===== src/rtl/qenc_pkg.sv =====
package qenc_pkg;
  parameter int DATA_W = 16;
  parameter int ADDR_W = 8;

  localparam logic [ADDR_W-1:0] OFS_CTRL   = 8'h00;
  localparam logic [ADDR_W-1:0] OFS_MODE   = 8'h08;
  localparam logic [ADDR_W-1:0] OFS_CNT    = 8'h24;
  localparam logic [ADDR_W-1:0] OFS_PRESET = 8'h2C;

  localparam int CTRL_EN_BIT      = 0;
  localparam int CTRL_DIR_BIT     = 4;
  localparam int CTRL_PRELOAD_BIT = 7;
  localparam int MODE_W           = 3;

  typedef enum logic [MODE_W-1:0] {
    MODE_FREE  = 3'd0,
    MODE_CNT_A = 3'd1,
    MODE_CNT_B = 3'd2,
    MODE_QUAD  = 3'd3
  } qencMode_e;

  typedef struct packed {
    logic              step;
    logic              down;
    logic              cntLoad;
    logic              presetLoad;
    logic              preloadOn;
    logic [DATA_W-1:0] wrData;
  } qencStrobe_t;
endpackage


===== src/rtl/qenc_sync.sv =====
module qenc_sync #(
  parameter int STAGES = 2
) (
  input  logic clk,
  input  logic rstN,
  input  logic din,
  output logic level,
  output logic edgeSeen
);
  logic [STAGES:0] pipe;

  always_ff @(posedge clk) begin
    if (!rstN) pipe <= '0;
    else       pipe <= {pipe[STAGES-1:0], din};
  end

  assign level    = pipe[STAGES-1];
  assign edgeSeen = pipe[STAGES-1] ^ pipe[STAGES];
endmodule


===== src/rtl/qenc_ctrl.sv =====
module qenc_ctrl
  import qenc_pkg::*;
(
  input  logic              clk,
  input  logic              rstN,
  input  logic [ADDR_W-1:0] busAddr,
  input  logic              busWrEn,
  input  logic [DATA_W-1:0] busWrData,
  input  logic              aLvl,
  input  logic              aEdge,
  input  logic              bLvl,
  input  logic              bEdge,
  input  logic [DATA_W-1:0] cntVal,
  input  logic [DATA_W-1:0] presetVal,
  output logic [DATA_W-1:0] busRdData,
  output qencStrobe_t       strb
);
  logic              enQ, dirQ, arpeQ;
  logic [MODE_W-1:0] modeQ;
  logic wrCtrl, wrMode, wrCnt, wrPreset;
  logic isEnc, encStep, encUp, aUp, bUp;

  assign wrCtrl   = busWrEn && (busAddr == OFS_CTRL);
  assign wrMode   = busWrEn && (busAddr == OFS_MODE);
  assign wrCnt    = busWrEn && (busAddr == OFS_CNT);
  assign wrPreset = busWrEn && (busAddr == OFS_PRESET);

  // phase decode: A edge counts up when new A differs from B,
  // B edge counts up when new B equals A
  assign aUp = aLvl ^ bLvl;
  assign bUp = ~(aLvl ^ bLvl);

  always_comb begin
    isEnc   = 1'b1;
    encStep = 1'b0;
    encUp   = 1'b1;
    case (modeQ)
      MODE_CNT_A: begin encStep = aEdge; encUp = aUp; end
      MODE_CNT_B: begin encStep = bEdge; encUp = bUp; end
      MODE_QUAD: begin
        encStep = aEdge ^ bEdge;
        encUp   = aEdge ? aUp : bUp;
      end
      default: isEnc = 1'b0;
    endcase
  end

  always_ff @(posedge clk) begin
    if (!rstN) begin
      enQ   <= 1'b0;
      dirQ  <= 1'b0;
      arpeQ <= 1'b0;
      modeQ <= '0;
    end else begin
      if (wrCtrl) begin
        enQ   <= busWrData[CTRL_EN_BIT];
        arpeQ <= busWrData[CTRL_PRELOAD_BIT];
      end else if (wrPreset) begin
        arpeQ <= 1'b1;
      end
      if (wrMode) modeQ <= busWrData[MODE_W-1:0];
      if (isEnc) begin
        if (enQ && encStep) dirQ <= ~encUp;
      end else if (wrCtrl) begin
        dirQ <= busWrData[CTRL_DIR_BIT];
      end
    end
  end

  always_comb begin
    strb.step       = enQ && (isEnc ? encStep : 1'b1);
    strb.down       = isEnc ? ~encUp : dirQ;
    strb.cntLoad    = wrCnt;
    strb.presetLoad = wrPreset;
    strb.preloadOn  = arpeQ;
    strb.wrData     = busWrData;
  end

  always_comb begin
    busRdData = '0;
    case (busAddr)
      OFS_CTRL: begin
        busRdData[CTRL_EN_BIT]      = enQ;
        busRdData[CTRL_DIR_BIT]     = dirQ;
        busRdData[CTRL_PRELOAD_BIT] = arpeQ;
      end
      OFS_MODE:   busRdData[MODE_W-1:0] = modeQ;
      OFS_CNT:    busRdData = cntVal;
      OFS_PRESET: busRdData = presetVal;
      default:    busRdData = '0;
    endcase
  end

  AST_DIR_HW_ONLY: assert property (@(posedge clk) disable iff (!rstN)
    (isEnc && !(enQ && encStep)) |=> $stable(dirQ));
  AST_QUAD_SIMUL: assert property (@(posedge clk) disable iff (!rstN)
    (modeQ == MODE_QUAD && aEdge && bEdge) |-> !strb.step);
  AST_DISABLED_IDLE: assert property (@(posedge clk) disable iff (!rstN)
    !enQ |-> !strb.step);
  AST_PRESET_ARMS: assert property (@(posedge clk) disable iff (!rstN)
    wrPreset |=> arpeQ);
endmodule


===== src/rtl/qenc_datapath.sv =====
module qenc_datapath
  import qenc_pkg::*;
(
  input  logic              clk,
  input  logic              rstN,
  input  qencStrobe_t       strb,
  output logic [DATA_W-1:0] cntVal,
  output logic [DATA_W-1:0] presetVal,
  output logic              updEvent
);
  logic [DATA_W-1:0] cntQ, presetQ, activeLimQ, effLimit;
  logic              evQ, wrapNow;

  assign effLimit = strb.preloadOn ? activeLimQ : presetQ;
  assign wrapNow  = strb.step && !strb.cntLoad &&
                    (strb.down ? (cntQ == '0) : (cntQ == effLimit));

  always_ff @(posedge clk) begin
    if (!rstN) begin
      cntQ       <= '0;
      presetQ    <= '0;
      activeLimQ <= '0;
      evQ        <= 1'b0;
    end else begin
      if (strb.cntLoad)         cntQ <= strb.wrData;
      else if (wrapNow)         cntQ <= strb.down ? presetQ : '0;
      else if (strb.step)       cntQ <= strb.down ? cntQ - DATA_W'(1) : cntQ + DATA_W'(1);
      if (strb.presetLoad)      presetQ <= strb.wrData;
      if (!strb.preloadOn || wrapNow) activeLimQ <= presetQ;
      evQ <= wrapNow;
    end
  end

  assign cntVal    = cntQ;
  assign presetVal = presetQ;
  assign updEvent  = evQ;

  AST_WRAP_UP: assert property (@(posedge clk) disable iff (!rstN)
    (strb.step && !strb.down && !strb.cntLoad && cntQ == effLimit)
      |=> (cntQ == '0 && updEvent));
  AST_WRAP_DOWN: assert property (@(posedge clk) disable iff (!rstN)
    (strb.step && strb.down && !strb.cntLoad && cntQ == '0)
      |=> (cntQ == $past(presetQ) && updEvent));
  AST_HOLD: assert property (@(posedge clk) disable iff (!rstN)
    (!strb.step && !strb.cntLoad) |=> ($stable(cntQ) && !updEvent));
  AST_LOAD_WINS: assert property (@(posedge clk) disable iff (!rstN)
    strb.cntLoad |=> (cntQ == $past(strb.wrData) && !updEvent));
  AST_SHADOW_HOLD: assert property (@(posedge clk) disable iff (!rstN)
    (strb.preloadOn && !wrapNow) |=> $stable(activeLimQ));
endmodule


===== src/rtl/qenc_timer.sv =====
module qenc_timer
  import qenc_pkg::*;
#(
  parameter int SYNC_STAGES = 2
) (
  input  logic              clk,
  input  logic              rstN,
  input  logic              encA,
  input  logic              encB,
  input  logic [ADDR_W-1:0] busAddr,
  input  logic              busWrEn,
  input  logic [DATA_W-1:0] busWrData,
  output logic [DATA_W-1:0] busRdData,
  output logic              updEvent
);
  localparam int N_PHASE = 2;

  logic [N_PHASE-1:0] phRaw, phLvl, phEdge;
  logic [DATA_W-1:0]  cntVal, presetVal;
  qencStrobe_t        strb;

  assign phRaw = {encB, encA};

  for (genvar i = 0; i < N_PHASE; i++) begin : g_sync
    qenc_sync #(.STAGES(SYNC_STAGES)) sync_i (
      .clk(clk), .rstN(rstN), .din(phRaw[i]),
      .level(phLvl[i]), .edgeSeen(phEdge[i])
    );
  end

  qenc_ctrl ctrl_i (
    .clk(clk), .rstN(rstN),
    .busAddr(busAddr), .busWrEn(busWrEn), .busWrData(busWrData),
    .aLvl(phLvl[0]), .aEdge(phEdge[0]), .bLvl(phLvl[1]), .bEdge(phEdge[1]),
    .cntVal(cntVal), .presetVal(presetVal),
    .busRdData(busRdData), .strb(strb)
  );

  qenc_datapath dp_i (
    .clk(clk), .rstN(rstN), .strb(strb),
    .cntVal(cntVal), .presetVal(presetVal), .updEvent(updEvent)
  );
endmodule


===== config.mk =====
export PLATFORM = sky130hd
export DESIGN_NAME = qenc_timer
export DESIGN_NICKNAME = d
export VERILOG_FILES = /design/src/rtl/qenc_pkg.sv /design/src/rtl/qenc_sync.sv /design/src/rtl/qenc_ctrl.sv /design/src/rtl/qenc_datapath.sv /design/src/rtl/qenc_timer.sv
export SDC_FILE = /design/constraint.sdc
export NUM_CORES = 1
export LEC_CHECK = 0
export BUFFER_PORTS_ARGS = -buffer_cell sky130_fd_sc_hd__clkbuf_2
export CAP_MARGIN = 20
export CORE_ASPECT_RATIO = 0.9
export CORE_UTILIZATION = 60
export DETAILED_ROUTE_END_ITERATION = 8
export GPL_TIMING_DRIVEN = 0
export PLACE_DENSITY = 0.92
export SYNTH_ARGS = -nofsm -noshare
export SYNTH_HDL_FRONTEND = slang
export SYNTH_SLANG_ARGS = --single-unit

===== constraint.sdc =====
create_clock -name clk -period 3.2 [get_ports clk]
set_input_delay 0.16 -clock clk [delete_from_list [all_inputs] [get_ports clk]]
set_output_delay 0.16 -clock clk [all_outputs]
set_load 0.1 [all_outputs]

# --- Yosys cells after proc, flatten, opt, wreduce, memory -nomap -nowiden ---
# Cells that the tools add are included.
totals:
  ff_bits: 61
  output_inout_bits: 17
  wordCells: 69
classes:
  addsub: 2
  n_eq_ne: 8
  muxes: 25
  n_bitwise: 6
  n_reduce_logical: 18
ops:
  columns: ["operator", "n"]
  rows:
  - ["16-bit 2-to-1 mux", 6]
  - ["16-bit by 1-bit adder with 16-bit output, second input constant", 1]
  - ["16-bit == test", 1]
  - ["8-bit by 6-bit == test with 1-bit output, second input constant", 2]
  - ["16-bit logical NOT", 1]
  - ["8-bit case mux with 2 select lines", 1]
  - ["16-bit by 1-bit subtractor with 16-bit output, second input constant", 1]
  - ["1-bit case mux with 3 select lines", 4]
  - ["1-bit 2-to-1 mux", 10]
  - ["8-bit by 4-bit == test with 1-bit output, second input constant", 1]
  - ["1-bit logical AND", 8]
  - ["8-bit logical NOT", 1]
  - ["3-bit by 2-bit == test with 1-bit output, second input constant", 2]
  - ["2-bit case mux with 3 select lines", 1]
  - ["1-bit case mux with 4 select lines", 1]
  - ["2-bit case mux with 2 select lines", 1]
  - ["2-bit nonzero test", 2]
  - ["1-bit XOR", 4]
  - ["3-bit by 1-bit == test with 1-bit output, second input constant", 1]
  - ["3-bit nonzero test", 1]
  - ["3-bit OR reduction", 1]
  - ["1-bit logical NOT", 2]
  - ["2-bit != test, second input constant", 1]
  - ["1-bit NOT", 2]
  - ["3 further kinds", 3]

# --- Depth between registers and ports, before layout ---
# Gate-level depths: netlist of run 1.
depth:
  word_depth: 10
  mapped_depth: 14

# --- Cells and area by module ---
# From an unflattened synthesis of run 1, not the netlist that was laid out.
unflattened:
  hier_cells: 536
  hier_area_um2: 4493.1
modules_own_cells:
  columns: ["module", "n_inst", "cells_per_inst", "area_per_inst_um2"]
  rows:
  - ["qenc_datapath", 1, 417, 3490.8]
  - ["qenc_ctrl", 1, 105, 824.5]
  - ["qenc_sync", 2, 7, 88.8]

# --- Worst setup path before layout of run 1 ---
# OpenSTA, ideal clock, no wires.
synth_timing:
  path_kind: "input-to-output"
  start: "input port busAddr[0]"
  end: "output port busRdData[1]"
  t_arrival_ns: 3.590
  setup_slack_ns: -0.550
  stages: 6
  path_cell_list: "or4_1 > nor2_1 > and3_1 > clkbuf_1 > a22oi_1 > o21ai_0"
synth_between:
  elab_chain_len: 2
synth_lines:
  columns: ["item", "line", "text"]
  rows:
  - ["start: declaration", "qenc_timer.sv:10", "input logic [ADDR_W-1:0] busAddr,"]
  - ["8-bit by 6-bit == test with 1-bit output or 8-bit by 4-bit == test with 1-bit output (tied branches)", "qenc_ctrl.sv:81", "case (busAddr)"]
  - ["2-bit case mux with 3 select lines (*)", "qenc_ctrl.sv:81", null]
  - ["end: declaration", "qenc_timer.sv:13", "output logic [DATA_W-1:0] busRdData,"]
# Mark *: on every way between the ends. The rest lies on a longest branch, timed or not.

# --- Worst setup path after layout of run 1 ---
layout_timing:
  start: "register g_sync[1].sync_i.pipe[1]"
  end: "register dp_i.cntQ[12], in the netlist dp_i.cntVal[12]"
layout_between:
  elab_chain_len: 10
layout_lines:
  columns: ["item", "line", "text"]
  rows:
  - ["start: declaration", "qenc_sync.sv:10", "logic [STAGES:0] pipe;"]
  - ["start signal: assignment", "qenc_sync.sv:14", "else pipe <= {pipe[STAGES-1:0], din};"]
  - ["1-bit XOR", "qenc_ctrl.sv:30, qenc_ctrl.sv:31", null]
  - ["1-bit NOT", "qenc_ctrl.sv:31", "assign bUp = ~(aLvl ^ bLvl);"]
  - ["1-bit 2-to-1 mux", "qenc_ctrl.sv:42", "encUp = aEdge ? aUp : bUp;"]
  - ["1-bit case mux with 3 select lines", "qenc_ctrl.sv:37", "case (modeQ)"]
  - ["1-bit NOT", "qenc_ctrl.sv:72", "strb.down = isEnc ? ~encUp : dirQ;"]
  - ["1-bit 2-to-1 mux", "qenc_ctrl.sv:72", null]
  - ["16-bit 2-to-1 mux or 1-bit 2-to-1 mux (tied branches)", "qenc_datapath.sv:27, qenc_datapath.sv:16", null]
  - ["16-bit 2-to-1 mux or 1-bit logical AND (tied branches)", "qenc_datapath.sv:27, qenc_datapath.sv:15", null]
  - ["16-bit 2-to-1 mux", "qenc_datapath.sv:26", "else if (wrapNow) cntQ <= strb.down ? presetQ : '0;"]
  - ["16-bit 2-to-1 mux", "qenc_datapath.sv:25", "if (strb.cntLoad) cntQ <= strb.wrData;"]
  - ["end signal: assignment", "qenc_datapath.sv:25", null]
  - ["end signal: assignment", "qenc_datapath.sv:26", null]
  - ["end signal: assignment", "qenc_datapath.sv:27", "else if (strb.step) cntQ <= strb.down ? cntQ - DATA_W'(1) : cntQ + DATA_W'(1);"]
  - ["end: declaration", "qenc_datapath.sv:11", "logic [DATA_W-1:0] cntQ, presetQ, activeLimQ, effLimit;"]
# Parallel ways exist; a longest one is shown, timed or not. The select of a mux whose other input is x is not followed.
# A chain may end at the register's enable or synchronous reset.

==> results of run 1 <==
## through the flow
| stage | total power (uW) | setup TNS [ns] | setup slack, ns | instance area (um2) |
|---|---|---|---|---|
| floorplan | 838 | 0 | 0.203 | 4220 |
| global placement | 876 | -0.550 | -0.203 | 4560 |
| detailed placement | 878 | -1.41 | -0.313 | 4560 |
| CTS | 1470 | 0 | 0.0143 | 4780 |
| global route | 1510 | -0.233 | -0.123 | 4950 |
| finish | 1480 | 0 | 0.0189 | 4950 |
## kinds of logic (layout without fill, tap and decap cells)
logic type / after synthesis / after routing / share of synthesized area
flip-flops: 61 / 61 / 0.289
adder cells (fa/ha/maj): 17 / 17 / 0.0521
AND/OR/NAND/NOR: 170 / 170 / 0.212
buffers and inverters: 41 / 105 / 0.0510
XOR/XNOR: 28 / 28 / 0.0599
AO/OA/AOI/OAI: 122 / 123 / 0.210
multiplexers: 53 / 53 / 0.126
## sequential cells by signal, summed over array words and instances (netlist names)
| name | cells |
|---|---|
| dp_i.activeLimQ | 16 |
| dp_i.cntVal | 16 |
| dp_i.presetVal | 16 |
| g_sync.sync_i.pipe | 6 |
| ctrl_i.modeQ | 3 |
| ctrl_i.arpeQ | 1 |
| ctrl_i.dirQ | 1 |
| ctrl_i.enQ | 1 |
| dp_i.updEvent | 1 |
## area by class of cell
type | count | area (um2) | share of cell area
Inverter | 13 | 51.3 | 0.0104
Buffer | 26 | 160 | 0.0323
Timing Repair Buffer | 50 | 273 | 0.0551
Tap cell | 90 | 113 | 0.0227
Sequential cell | 61 | 1230 | 0.248
Clock inverter | 7 | 52.6 | 0.0106
Multi-Input combinational cell | 391 | 2950 | 0.596
Clock buffer | 9 | 124 | 0.0250
## routing by layer
| layer | track usage | up-vias | routed length, um |
|---|---|---|---|
| met1 | 0.441 | 2006 | 5010 |
| met3 | 0.0648 | 99 | 1640 |
| li1 | - | 1901 | - |
| met2 | 0.600 | 368 | 6160 |
| met4 | 0.165 | 0 | 820 |
| met5 | 0 | - | 0 |
## worst paths after layout
path,from,endpoint,slack (ns),cells after the start
worst max-delay path,g_sync[1].sync_i.pipe[1],dp_i.cntVal[12],0.02,12
worst min-delay path,encB,g_sync[1].sync_i.pipe[0],0.005,2
worst max register to register,g_sync[1].sync_i.pipe[1],dp_i.cntVal[12],0.02,12
worst min register to register,g_sync[1].sync_i.pipe[0],g_sync[1].sync_i.pipe[1],0.46,1
## repair_timing
action                                  in CTS  in global routing
pin swaps                                    1                  8
setup buffers                                2                  4
gates resized for setup                      9                 29
gates cloned                                 1                  0
endpoints found under the setup margin       7                  6
## Yosys cell counts (5+ instances only)
library cell  count  area, um2
nand3_1          14       70.1
nor2b_1          30        188
a221oi_1          5       43.8
a31oi_1           9       56.3
and2_1            6       37.5
clkbuf_1         21       78.8
nor2_1           34        128
o31ai_1           5       37.5
ha_1             16        200
xnor2_1          21        184
xor2_1            6       52.6
a21boi_0         16        120
a22oi_1           7       52.6
mux2i_1          52        521
a21o_1            7       52.6
dfxtp_1          61       1220
o21ai_0          20        100
a21oi_1          16       80.1
a22o_1            6       52.6
nor4_1            6       37.5
o211ai_1          6       45.0
inv_1            12       45.0
and3_1            8       50.1
nand2_1          51        191
## power by group through the flow
stage                     combinational (uW)  sequential (uW)  clock (uW)
final                                    102              766         616
after global routing                     106              766         641
after CTS                               96.1              766         609
after detailed placement                94.7              783           0
after global placement                  92.5              783           0
after floorplan                         55.0              783           0
==> run metrics, run 1 <==
vias in the first global route 3952; global-route wire length before repair 20100 um; worst path arrival time ~3.5 ns; status completed; Hold Vio Cnt, Final 0; TritonCTS Buffers 9; fin cells around 650; clk slew on worst S/H paths 0.08 ns; Site Rows 28; Vias 4374; initial antenna violation count 0; Post-synth EDFFs 0; P per Cell Area around 300 nW/um2; Setup crit start kind flip-flop; slowest stage cell, crit path o32a_4; wire per inst roughly 21 um; gr ovfl total 0; Starting Density 0.631; RePlAce Congestion 0.933; leak pwr slightly above 0.002 uW; syn_nets ~540; top_reg_cell synth dfxtp_1; largest net degree at the start of global routing 13; synthesis-to-layout area growth 17.2%; maximum VDD drop 185 uV; crit-path cells xnor2_2 -> mux2i_2 -> buf_4 -> o32a_4 -> ha_1 -> a21oi_2 -> a21boi_1 -> a31oi_2 -> a21o_1 -> nor4b_1 -> o31ai_1 -> a21boi_1; number of distinct library cells after synthesis 64; Avg Inst Size Synth 8.58 um2; CTS tree built; worst-path fanout max 10; commonest non-fill, non-tap cell in the layout dfxtp_1; Final min period 3.18 ns; Max Cap Viol 0; Async SR Flop Fraction 0; Relative slew margins 0.510; Worst-Skew Late Latency 0.36 ns; P_sw 401 uW; Die Y about 82 um; delay-heaviest family, CP compound AO/OA/AOI/OAI gates; Worst Clk Skew roughly 0.01 ns; Final period util 0.994; CP Class reg -> reg; commonest cells after routing, fill and taps aside dfxtp_1, mux2i_1, nand2_1; Critical Path RT 3.48 ns; most frequent cell on the critical path a21boi_1; share of cells above drive strength 1 0.205; Clock Power Share 0.415; Least-Margin Pin Slew 0.729 ns; drt total wl between 10000 and 15000 um; dpl cells 626; Worst Hold Class in -> reg; Post-Synthesis Cell Area 4220 um2; Logic pwr share 0.069; Seq pwr share 0.516; diode count 0; post-synthesis sequential area ratio 0.289; Crit path buffers/inverters 1; crit-path max cell delay 0.44 ns; post-synthesis register bit count slightly above 60; fmax around 310 MHz; CTS H-tree depth 3; # hold bufs at CTS 0; Fill cells 441; synthesized instance count 492; Post-DP HPWL 9220 um; Int Pwr between 1000 and 1500 uW; IO Pins 46; Final setup viols 0; CORE AREA 6690 um2; Crit. End Element flip-flop; Die Footprint 7380 um2; Slew Viols, Final 0; post-route ant nets 0; DRC viols 0; Final Util 0.740; DR iter-0 viols 826; global-route usage over all layers 0.353; Final #Nets 598; CTS max path bufs 2; CTS sink count 61; drt pass-1 iters 6; hold slack 0.00465 ns; Vias per Instance 6.76; Die W approximately 90 um; switch share 0.270; synth warn 0; CTS root buf clkbuf_8; I/O Buffers 44
Power figures use the tool's default switching activity.
==> run 2, diff against run 1 <==
Settings changed: RECOVER_POWER from default to 25.
==> run metrics, run 2 (synthesized netlist as in run 1, its figures left out) <==
DRC viols 0; synthesis-to-layout area growth 16.8%; setup slack after layout -0.00330 ns; CTS tree built; most frequent cell on the critical path a21boi_1; FF-to-FF End dp_i.cntVal[12]; Worst-Skew Late Latency 0.36 ns; delay-heaviest family, CP compound AO/OA/AOI/OAI gates; Post-DP HPWL between 9000 and 10000 um; RePlAce Congestion 0.933; Crit path buffers/inverters 1; Worst R2R Start g_sync[1].sync_i.pipe[1]; gr ovfl total 0; P per Cell Area ~300 nW/um2; leak pwr ~0.002 uW; CTS root buf clkbuf_8; Starting Density 0.631; Crit. End Element flip-flop; worst path arrival time 3.49 ns; Hold Vio Cnt, Final 0; CORE AREA around 6700 um2; Slew Viols, Final 0; Worst Clk Skew 0.0115 ns; DP Area 4560 um2; I/O Buffers 44; Relative slew margins 0.194; crit-path max cell delay 0.44 ns; Max Cap Viol 0; Die W 90.4 um; TritonCTS Buffers 9; slowest stage cell, crit path o32a_4; maximum VDD drop 183 uV; Setup crit start kind flip-flop; IO Pins 46; initial antenna violation count 0; share of cells above drive strength 1 0.196; clk slew on worst S/H paths ~0.08 ns; DR iter-0 viols 705; status finished, violations left; CTS H-tree depth 3; # hold bufs at CTS 0; failing checks negative setup slack; Final min period 3.20 ns; largest net degree at the start of global routing 13; vias in the first global route 3952; R2R Setup Slk -0.003 ns; worst-path fanout max 10; CP Class reg -> reg; Final Util 0.737; Reg area 1230 um2; crit-path cells xnor2_2 -> mux2i_2 -> buf_4 -> o32a_4 -> ha_1 -> a21oi_2 -> a21boi_1 -> a31oi_2 -> a21o_1 -> nor4b_1 -> o31ai_1 -> a21boi_1; CTS max path bufs 2; drt total wl between 10000 and 15000 um; wire per inst 21.1 um; drt pass-1 iters 6; post-route ant nets 0; Fill cells 445; commonest non-fill, non-tap cell in the layout dfxtp_1; Final #Nets 598; Vias per Instance a little under 7; final instance area between 4000 and 5000 um2; Die Footprint 7380 um2; commonest cells after routing, fill and taps aside dfxtp_1, mux2i_1, nand2_1; CTS sink count 61; Hold Path End g_sync[0].sync_i.pipe[0]; global-route wire length before repair 20100 um; fmax 312 MHz; worst r2r path cells 12; Die Y 81.6 um; global-route usage over all layers 0.353; Vias ~4400; Hold Path Origin encA; Worst Hold Class in -> reg; Site Rows 28; diode count 0; Multi-input gate area just under 3000 um2; Least-Margin Pin Slew 1.20 ns; hold path cells 2; Critical Path RT 3.48 ns; Tot Pwr 1480 uW; Final period util 1.00; Final setup viols 1
## run 2: changes by cell type in the layout (fill, tap and decap cells not counted)
| cell | previous run | this run |
|---|---|---|
| clkbuf_1 | 18 | 22 |
| clkbuf_2 | 44 | 41 |
| nor4_2 | 2 | 1 |
| clkbuf_8 | 10 | 9 |
| nor4_1 | 6 | 7 |
| and2_0 | 0 | 3 |
| and2_1 | 6 | 3 |
## run 2: metrics by stage
step / hold WS [ns] / setup slack (ns) / setup TNS [ns] / cells
6_report: 0.00485 / -0.00330 / -0.00330 / 647
5_1_grt: 0.0129 / -0.123 / -0.233 / 647
3_3_place_gp: 0.365 / -0.203 / -0.550 / 626
2_1_floorplan: 0.287 / 0.203 / 0 / 492
3_5_place_dp: 0.374 / -0.313 / -1.41 / 626
4_1_cts: 0.00896 / 0.0143 / 0 / 643
## run 2: area by class of cell
type,count,area share
repair buffers,50,0.0546
plain buffers,26,0.0304
flip-flops and latches,61,0.249
clock buffers,9,0.0251
clock inverters,7,0.0107
well taps,90,0.0228
inverters,13,0.0104
multi-input cells,391,0.597
## run 2: repair_timing
action	4_1_cts	5_1_grt
endpoints found under the setup margin	7	6
resized for setup	9	29
setup buffers	2	4
pin swaps	1	8
gates cloned	1	0
## run 2: layer usage
metal  wire (um)  part of all wire  track usage  vias to the layer above
met5           0                 0            0                        -
met4         837             0.061        0.165                        0
met2        6130              0.45        0.600                      365
met1        4940              0.36        0.441                     2040
li1            -                 -            -                     1902
met3        1750              0.13       0.0648                      108
## run 2: power breakdown
group / switching, uW / internal [uW] / leakage [uW]
combinational: 61.6 / 39.2 / 0.00145
sequential: 4.23 / 762 / 0.000494
clock: 333 / 281 / 0.0000774
## run 2: how the worst max path moves through the flow
stage	start	end	slack (ns)	cells after the start
finish	g_sync[1].sync_i.pipe[1]	dp_i.cntVal[12]	-0.003	12
global route	ctrl_i.modeQ[2]	dp_i.cntVal[12]	-0.12	11
CTS	g_sync[1].sync_i.pipe[1]	dp_i.cntVal[13]	0.01	13
detailed placement	ctrl_i.modeQ[1]	dp_i.cntVal[15]	-0.31	12
global placement	ctrl_i.modeQ[0]	dp_i.cntVal[15]	-0.20	12
floorplan	busAddr[0]	busRdData[1]	0.20	6
